`src/rtl/fsd_pkg.sv`:
```
package fsd_pkg;
  // Framing decided from the frame pulse polarity
  typedef enum logic {
    FMT_MSB_FIRST = 1'b0,  // active-low pulse
    FMT_LSB_FIRST = 1'b1   // active-high pulse
  } frame_fmt_e;
endpackage

```
`src/rtl/fsd_pulse_classifier.sv`:
```
module fsd_pulse_classifier
  import fsd_pkg::*;
(
  input  logic       clk_i,
  input  logic       rst_ni,
  input  logic       fp_i,
  output logic       det_o,
  output frame_fmt_e cand_o
);
  logic fp_d1_q, fp_d2_q;

  always_ff @(posedge clk_i or negedge rst_ni) begin
    if (!rst_ni) begin
      fp_d1_q <= 1'b0;
      fp_d2_q <= 1'b0;
    end else begin
      fp_d1_q <= fp_i;
      fp_d2_q <= fp_d1_q;
    end
  end

  // One-clock pulse bounded by the idle level on both sides
  logic hi_pulse, lo_pulse;
  always_comb begin
    hi_pulse = !fp_d2_q &&  fp_d1_q && !fp_i;
    lo_pulse =  fp_d2_q && !fp_d1_q &&  fp_i;
    det_o    = hi_pulse || lo_pulse;
    cand_o   = hi_pulse ? FMT_LSB_FIRST : FMT_MSB_FIRST;
  end

  // a detected pulse is never both polarities
  a_r2_single_polarity: assert property (@(posedge clk_i) disable iff (!rst_ni)
    $countones({hi_pulse, lo_pulse}) <= 1);
endmodule

```
`src/rtl/fsd_frame_counter.sv`:
```
module fsd_frame_counter
  import fsd_pkg::*;
#(
  parameter  int CHANNELS     = 32,
  parameter  int BITS_PER_CH  = 8,
  parameter  int CLKS_PER_BIT = 2,
  localparam int CH_W  = $clog2(CHANNELS),
  localparam int BIT_W = $clog2(BITS_PER_CH),
  localparam int PH_W  = (CLKS_PER_BIT > 1) ? $clog2(CLKS_PER_BIT) : 1
) (
  input  logic             clk_i,
  input  logic             rst_ni,
  input  logic             det_i,
  input  logic             lsb_first_i,
  output logic             wrap_o,
  output logic             frame_start_o,
  output logic [CH_W-1:0]  chan_o,
  output logic [BIT_W-1:0] bit_idx_o,
  output logic             drive_stb_o,
  output logic             sample_stb_o
);
  localparam logic [PH_W-1:0]  PH_LAST   = PH_W'(CLKS_PER_BIT - 1);
  localparam logic [PH_W-1:0]  PH_SAMPLE = PH_W'(CLKS_PER_BIT / 2);
  localparam logic [BIT_W-1:0] BIT_LAST  = BIT_W'(BITS_PER_CH - 1);
  localparam logic [CH_W-1:0]  CH_LAST   = CH_W'(CHANNELS - 1);

  logic [PH_W-1:0]  ph_q,  ph_n;
  logic [BIT_W-1:0] bit_q, bit_n;
  logic [CH_W-1:0]  ch_q,  ch_n;
  logic             synced_q, synced_n;
  logic             cnt_en;

  assign wrap_o = synced_q && (ph_q == PH_LAST) && (bit_q == BIT_LAST) && (ch_q == CH_LAST);
  assign cnt_en = det_i || synced_q;

  always_comb begin
    ph_n     = ph_q;
    bit_n    = bit_q;
    ch_n     = ch_q;
    synced_n = synced_q;
    if (det_i) begin
      ph_n     = '0;
      bit_n    = '0;
      ch_n     = '0;
      synced_n = 1'b1;
    end else if (ph_q == PH_LAST) begin
      ph_n = '0;
      if (bit_q == BIT_LAST) begin
        bit_n = '0;
        ch_n  = (ch_q == CH_LAST) ? '0 : ch_q + 1'b1;
      end else begin
        bit_n = bit_q + 1'b1;
      end
    end else begin
      ph_n = ph_q + 1'b1;
    end
  end

  always_ff @(posedge clk_i or negedge rst_ni) begin
    if (!rst_ni) begin
      ph_q     <= '0;
      bit_q    <= '0;
      ch_q     <= '0;
      synced_q <= 1'b0;
    end else if (cnt_en) begin
      ph_q     <= ph_n;
      bit_q    <= bit_n;
      ch_q     <= ch_n;
      synced_q <= synced_n;
    end
  end

  always_comb begin
    frame_start_o = synced_q && (ph_q == '0) && (bit_q == '0) && (ch_q == '0);
    chan_o        = ch_q;
    bit_idx_o     = lsb_first_i ? bit_q : BIT_LAST - bit_q;
    drive_stb_o   = synced_q && (ph_q == '0);
    sample_stb_o  = synced_q && (ph_q == PH_SAMPLE);
  end

  // the frame restarts right after a pulse is recognised
  a_r3_start_after_pulse: assert property (@(posedge clk_i) disable iff (!rst_ni)
    det_i |=> frame_start_o && (chan_o == '0));
  // after the last phase of a bit, the next bit is driven
  a_r4_bit_rolls: assert property (@(posedge clk_i) disable iff (!rst_ni)
    (synced_q && (ph_q == PH_LAST) && !det_i) |=> drive_stb_o);
  // channel steps by one after the last bit
  a_r4_chan_steps: assert property (@(posedge clk_i) disable iff (!rst_ni)
    (synced_q && !det_i && (ph_q == PH_LAST) && (bit_q == BIT_LAST) && (ch_q != CH_LAST))
      |=> (ch_q == $past(ch_q) + 1'b1));
  // nothing moves before the first pulse
  a_r10_quiet_before_sync: assert property (@(posedge clk_i) disable iff (!rst_ni)
    (!synced_q && !det_i) |=> (!drive_stb_o && !sample_stb_o && $stable(ch_q)));
endmodule

```
`src/rtl/fsd_lock_tracker.sv`:
```
module fsd_lock_tracker
  import fsd_pkg::*;
(
  input  logic       clk_i,
  input  logic       rst_ni,
  input  logic       det_i,
  input  frame_fmt_e cand_i,
  input  logic       wrap_i,
  output logic       locked_o,
  output frame_fmt_e fmt_o
);
  frame_fmt_e hist_q, hist_n, fmt_q, fmt_n;
  logic       hist_v_q, hist_v_n, locked_q, locked_n;
  logic       agree;

  assign agree = det_i && wrap_i && hist_v_q && (hist_q == cand_i);

  always_comb begin
    hist_n   = hist_q;
    hist_v_n = hist_v_q;
    locked_n = locked_q;
    fmt_n    = fmt_q;
    if (det_i) begin
      hist_n   = cand_i;
      hist_v_n = 1'b1;
      locked_n = agree;
      if (agree) fmt_n = cand_i;
    end else if (wrap_i) begin
      locked_n = 1'b0;
      hist_v_n = 1'b0;
    end
  end

  always_ff @(posedge clk_i or negedge rst_ni) begin
    if (!rst_ni) begin
      hist_q   <= FMT_MSB_FIRST;
      hist_v_q <= 1'b0;
      locked_q <= 1'b0;
      fmt_q    <= FMT_MSB_FIRST;
    end else if (det_i || wrap_i) begin
      hist_q   <= hist_n;
      hist_v_q <= hist_v_n;
      locked_q <= locked_n;
      fmt_q    <= fmt_n;
    end
  end

  assign locked_o = locked_q;
  assign fmt_o    = fmt_q;

  // lock only comes with a recognised pulse
  a_r6_lock_on_pulse: assert property (@(posedge clk_i) disable iff (!rst_ni)
    $rose(locked_q) |-> $past(det_i));
  // format moves only together with a lock
  a_r6_fmt_needs_lock: assert property (@(posedge clk_i) disable iff (!rst_ni)
    !$stable(fmt_q) |-> locked_q);
  // polarity change drops the lock
  a_r7_mismatch_unlocks: assert property (@(posedge clk_i) disable iff (!rst_ni)
    (det_i && hist_v_q && (hist_q != cand_i)) |=> !locked_q);
  // missing pulse at the frame end drops the lock
  a_r8_miss_unlocks: assert property (@(posedge clk_i) disable iff (!rst_ni)
    (wrap_i && !det_i) |=> !locked_q);
  // pulse off the frame end drops the lock
  a_r9_misaligned_unlocks: assert property (@(posedge clk_i) disable iff (!rst_ni)
    (det_i && !wrap_i) |=> !locked_q);
endmodule

```
`src/rtl/frame_fmt_detect.sv`:
```
module frame_fmt_detect
  import fsd_pkg::*;
#(
  parameter  int CHANNELS     = 32,
  parameter  int BITS_PER_CH  = 8,
  parameter  int CLKS_PER_BIT = 2,
  parameter  int SYNC_STAGES  = 2,
  localparam int CH_W  = $clog2(CHANNELS),
  localparam int BIT_W = $clog2(BITS_PER_CH)
) (
  input  logic             clk_i,
  input  logic             rst_ni,
  input  logic             fp_i,
  output logic             fmt_o,
  output logic             not_locked_o,
  output logic             frame_start_o,
  output logic [CH_W-1:0]  chan_o,
  output logic [BIT_W-1:0] bit_idx_o,
  output logic             lsb_first_o,
  output logic             drive_stb_o,
  output logic             sample_stb_o
);
  // Reset: asserted at once, released on the clock
  logic [SYNC_STAGES-1:0] rst_sync_q;
  logic                   rst_n;

  for (genvar s = 0; s < SYNC_STAGES; s++) begin : g_rst_sync
    always_ff @(posedge clk_i or negedge rst_ni) begin
      if (!rst_ni) rst_sync_q[s] <= 1'b0;
      else         rst_sync_q[s] <= (s == 0) ? 1'b1 : rst_sync_q[(s == 0) ? 0 : s-1];
    end
  end
  assign rst_n = rst_sync_q[SYNC_STAGES-1];

  logic       det, wrap, locked;
  frame_fmt_e cand, fmt;

  fsd_pulse_classifier u_classify (
    .clk_i  (clk_i),
    .rst_ni (rst_n),
    .fp_i   (fp_i),
    .det_o  (det),
    .cand_o (cand)
  );

  fsd_lock_tracker u_lock (
    .clk_i    (clk_i),
    .rst_ni   (rst_n),
    .det_i    (det),
    .cand_i   (cand),
    .wrap_i   (wrap),
    .locked_o (locked),
    .fmt_o    (fmt)
  );

  fsd_frame_counter #(
    .CHANNELS     (CHANNELS),
    .BITS_PER_CH  (BITS_PER_CH),
    .CLKS_PER_BIT (CLKS_PER_BIT)
  ) u_count (
    .clk_i         (clk_i),
    .rst_ni        (rst_n),
    .det_i         (det),
    .lsb_first_i   (fmt == FMT_LSB_FIRST),
    .wrap_o        (wrap),
    .frame_start_o (frame_start_o),
    .chan_o        (chan_o),
    .bit_idx_o     (bit_idx_o),
    .drive_stb_o   (drive_stb_o),
    .sample_stb_o  (sample_stb_o)
  );

  assign fmt_o        = fmt;
  assign lsb_first_o  = (fmt == FMT_LSB_FIRST);
  assign not_locked_o = !locked;

  // a bit is never driven and sampled on the same clock
  a_r4_strobes_apart: assert property (@(posedge clk_i) disable iff (!rst_n)
    !(drive_stb_o && sample_stb_o));
endmodule

```
`config.mk`:
```
export PLATFORM = sky130hd
export DESIGN_NAME = frame_fmt_detect
export DESIGN_NICKNAME = d
export VERILOG_FILES = /design/src/rtl/fsd_pkg.sv /design/src/rtl/fsd_pulse_classifier.sv /design/src/rtl/fsd_frame_counter.sv /design/src/rtl/fsd_lock_tracker.sv /design/src/rtl/frame_fmt_detect.sv
export SDC_FILE = /design/constraint.sdc
export NUM_CORES = 1
export LEC_CHECK = 0
export ABC_AREA = 0
export CORE_ASPECT_RATIO = 0.8
export CORE_MARGIN = 2
export CORE_UTILIZATION = 50
export DETAILED_ROUTE_END_ITERATION = 7
export GPL_ROUTABILITY_DRIVEN = 0
export GPL_TIMING_DRIVEN = 0
export PLACE_DENSITY_LB_ADDON = 0.12
export SETUP_SLACK_MARGIN = 0.15
export SLEW_MARGIN = 20
export SYNTH_ARGS = -nofsm -noshare
export SYNTH_HDL_FRONTEND = slang
export SYNTH_SLANG_ARGS = --single-unit
```
`constraint.sdc`:
```
create_clock -name clk_i -period 1.2 [get_ports clk_i]
set_input_delay 0.12 -clock clk_i [delete_from_list [all_inputs] [get_ports clk_i]]
set_output_delay 0.12 -clock clk_i [all_outputs]
set_load 0.005 [all_outputs]
```
==> metrics.md, run 1 <==
| Metric | Value |
|---|---|
| Crit Path Max Fanout | `7` |
| Peak supply drop | `about 1.1 mV` |
| CTS clk-pin slew, worst paths | `0.10 ns` |
| Endpoints failing hold | `0` |
| Slew Limit Headroom | `0.5317` |
| Synth Area per Inst | `about 10 um2` |
| Post-DR vias/cell | `around 5.6` |
| Post-synthesis sequential area ratio | `0.4700` |
| IO buf count | `16` |
| CTS root buffer | `clkbuf_4` |
| Final wirelength | `about 3600 um` |
| Synth unique cells | `36` |
| # fillers | `51` |
| F_max | `~0.59 GHz` |
| Commonest cells after routing, fill and taps aside | `buf_6 (31), buf_4 (20), dfrtp_1 (13)` |
| Commonest non-fill, non-tap cell in the layout | `buf_6` |
| Final period util | `1.410` |
| Cell seen most often among critical-path stages | `ha_4` |
| Worst-Margin Slew | `0.7024 ns` |
| EDFF count, synth | `0` |
| Average wire per standard cell | `19.93 um` |
| Cell Pwr Density | `between 1000 and 1500 nW/um2` |
| Vias | `a little over 1,000` |
| FF+latch count, synth | `18` |
| Ys Warns | `0` |
| Area share of the largest cell type after synthesis | `0.4700` |
| Initial cell density of the core | `0.5211` |
| Max Cap Viol | `0` |
| Setup violations, final | `22` |
| DRT Pass-1 Iters | `4` |
| CP required | `1.44 ns` |
| Worst path arrival time | `about 1.9 ns` |
| CP startpoint | `u_count.chan_o[1]` |
| Fin crit period | `between 1.5 and 2 ns` |
| Synth Flop Type | `dfrtp_1` |
| Hold WS | `~0.073 ns` |
| Post-Syn Area | `roughly 960 um2` |
| Crit path launch type | `flip-flop` |
| Placed Area | `1205 um2` |
| Worst skew pair latency | `0.31 ns` |
| Die Height | `~43 um` |
| CP Capture Type | `flip-flop` |
| Die Wd | `roughly 53 um` |
| Die ar. | `~2300 um2` |
| Cell Rows | `14` |
| Core area | `1839 um2` |
| ANT cells | `0` |
| DRT iter0 DRCs | `28` |
| Worst setup margin | `-0.4915 ns` |
| CTS Buffer Depth | `2` |
| Post-route cell area | `1737 um2` |
| Proportion of layout cells with a drive suffix above 1 | `0.6346` |
| Top post-synthesis cells by area | `dfrtp_1 (47%), ha_1 (7.8%), a21oi_1 (3.7%)` |
| Unrepaired setup endpoints after global routing | `true` |
| Syn nets | `between 100 and 150` |
| Clock Skew | `0.004032 ns` |
| Hold path start | `fp_i` |
| WS Path Type | `reg -> reg` |
| Failing checks | `setup timing` |
| Largest area contributor in the netlist | `dfrtp_1` |
| Hold crit path type | `in -> reg` |
| R2r startpoint | `u_count.chan_o[1]` |
| Routed Antenna Nets | `0` |
| Vias in the first global route | `916` |
| Final Max Tran Viols | `0` |
| Number of remaining DRC errors | `0` |
| GR Util All Layers | `0.2672` |
| IO Pins | `17` |
| Max incr delay on CP | `roughly 0.5 ns` |
| Initial antenna violation count | `0` |
| # clock sinks | `18` |
| Layout area overhead | `81.20%` |
| Dpl hpwl | `between 1000 and 1500 um` |
| H-tree Lvls | `1` |
| Nets | `between 150 and 200` |
| Slowest CP cell | `or4b_4` |
| Largest net degree at the start of global routing | `17` |
| First-pass GRT wire length | `4319 um` |
| Total congestion overflow | `0` |
| Crit path cell chain | `ha_4 > and3_4 > ha_4 > or4b_4 > a21oi_2` |
| Async S/R FF share, synth | `1.000` |
| Leak pwr | `0.8180 nW` |
| Status | `finished, violations left` |
| Num CTS Buffers | `3` |
| CTS tree | `done` |
| Setup TNS | `-4.881 ns` |
| Cells after Synth | `between 90 and 100` |
## final timing paths
path                       depth (start not counted)  slack, ns            endpoint
max                                                5      -0.49   u_count.chan_o[2]
min                                                1       0.07  u_classify.fp_d1_q
max reg2reg                                        5      -0.49   u_count.chan_o[2]
min reg2reg                                        0       0.29  u_classify.fp_d1_q
max in group asynchronous                          0       0.42   u_count.chan_o[4]
min in group asynchronous                          0       0.29  u_classify.fp_d1_q
## final cells by class
cell class	count	area, um2	area share
inverters	9	33.78	0.01945
multi-input cells	61	583.1	0.3357
plain buffers	4	45.04	0.02594
repair buffers	60	551.8	0.3177
clock buffers	4	36.28	0.02089
flip-flops and latches	18	456.7	0.2630
well taps	24	30.03	0.01729
## repair_timing
item / 4_1_cts / 5_1_grt
setup endpoints to repair: 27 / 26
endpoints found under the hold margin: 2 / 0
resized for setup: 84 / 30
setup buffers: 31 / 11
pin swaps: 9 / 14
hold buffers: 1 / 0
cloned: 1 / 0
## worst max-delay path, delay by kind of cell (launching register included)
family	cells	cell delay (ns)
AOI/OAI and AO/OA	1	0.15
adders and majority gates	2	0.36
DFF	1	0.44
and+or+nand+nor	2	0.68
## registers in the layout, indices dropped and copies added, names as in the netlist
name and flops:
u_lock.fmt_o 1, u_lock.hist_q 1, u_classify.fp_d1_q 1, rst_sync_q 1, u_count.synced_q 1, u_count.bit_q 3
u_count.chan_o 5, u_lock.locked_o 1, u_count.ph_q 1, rst_n 1, u_classify.fp_d2_q 1, u_lock.hist_v_q 1
## cells in the mapped netlist, drive strengths merged, types with 4 or more instances
cell,n
xnor2,4
buf,4
nand2,5
o21ai,5
dfrtp,18
a21oi,7
nand3,4
ha,6
inv,9
nor2,5
## metrics by stage
stage                     std cells  setup WS [ns]  utilization  total power, W
after floorplan                  92        -0.4051            -        0.001045
after global placement          132        -0.4593       0.6551        0.001249
after detailed placement        132        -0.4718       0.6551        0.001269
after CTS                       169        -0.4206       0.8537        0.001740
after global routing            180        -0.5305       0.9442        0.002044
final                           180        -0.4915       0.9442        0.001963
## layer usage
metal  wire (um)  global-route usage  up-vias
met4         167             0.09744        0
met2        1854              0.4375       49
met1        1362              0.3486      496
met5           0                   0        -
li1            -                   -      448
met3         203             0.05282       20
## power by group
| group | internal (W) | switching, W | total [W] |
|---|---|---|---|
| Combinational | 0.000451 | 0.000354 | 0.000805 |
| Clock | 0.000186 | 0.000199 | 0.000384 |
| Sequential | 0.000672 | 0.000101 | 0.000773 |
## cell families (layout without fill, tap and decap cells)
kind of cell | after synthesis | after routing | synth area share
AOI/OAI and AO/OA | 17 | 17 | 0.1031
xor gates and xnor gates | 5 | 5 | 0.04569
adders and majority gates | 6 | 6 | 0.07833
buffers and inverters | 13 | 77 | 0.07180
DFF | 18 | 18 | 0.4700
muxes | 2 | 2 | 0.02089
other | 1 | 1 | 0.003913
and+or+nand+nor | 30 | 30 | 0.2063
Power figures use the tool's default switching activity.
==> inputs of run 2 (changes only) <==
- CTS_BUF_LIST: default -> sky130_fd_sc_hd__clkbuf_4 sky130_fd_sc_hd__clkbuf_8 sky130_fd_sc_hd__clkbuf_16
==> results of run 2 <==
Final layout, timing and power as in run 1 (identical DEF).
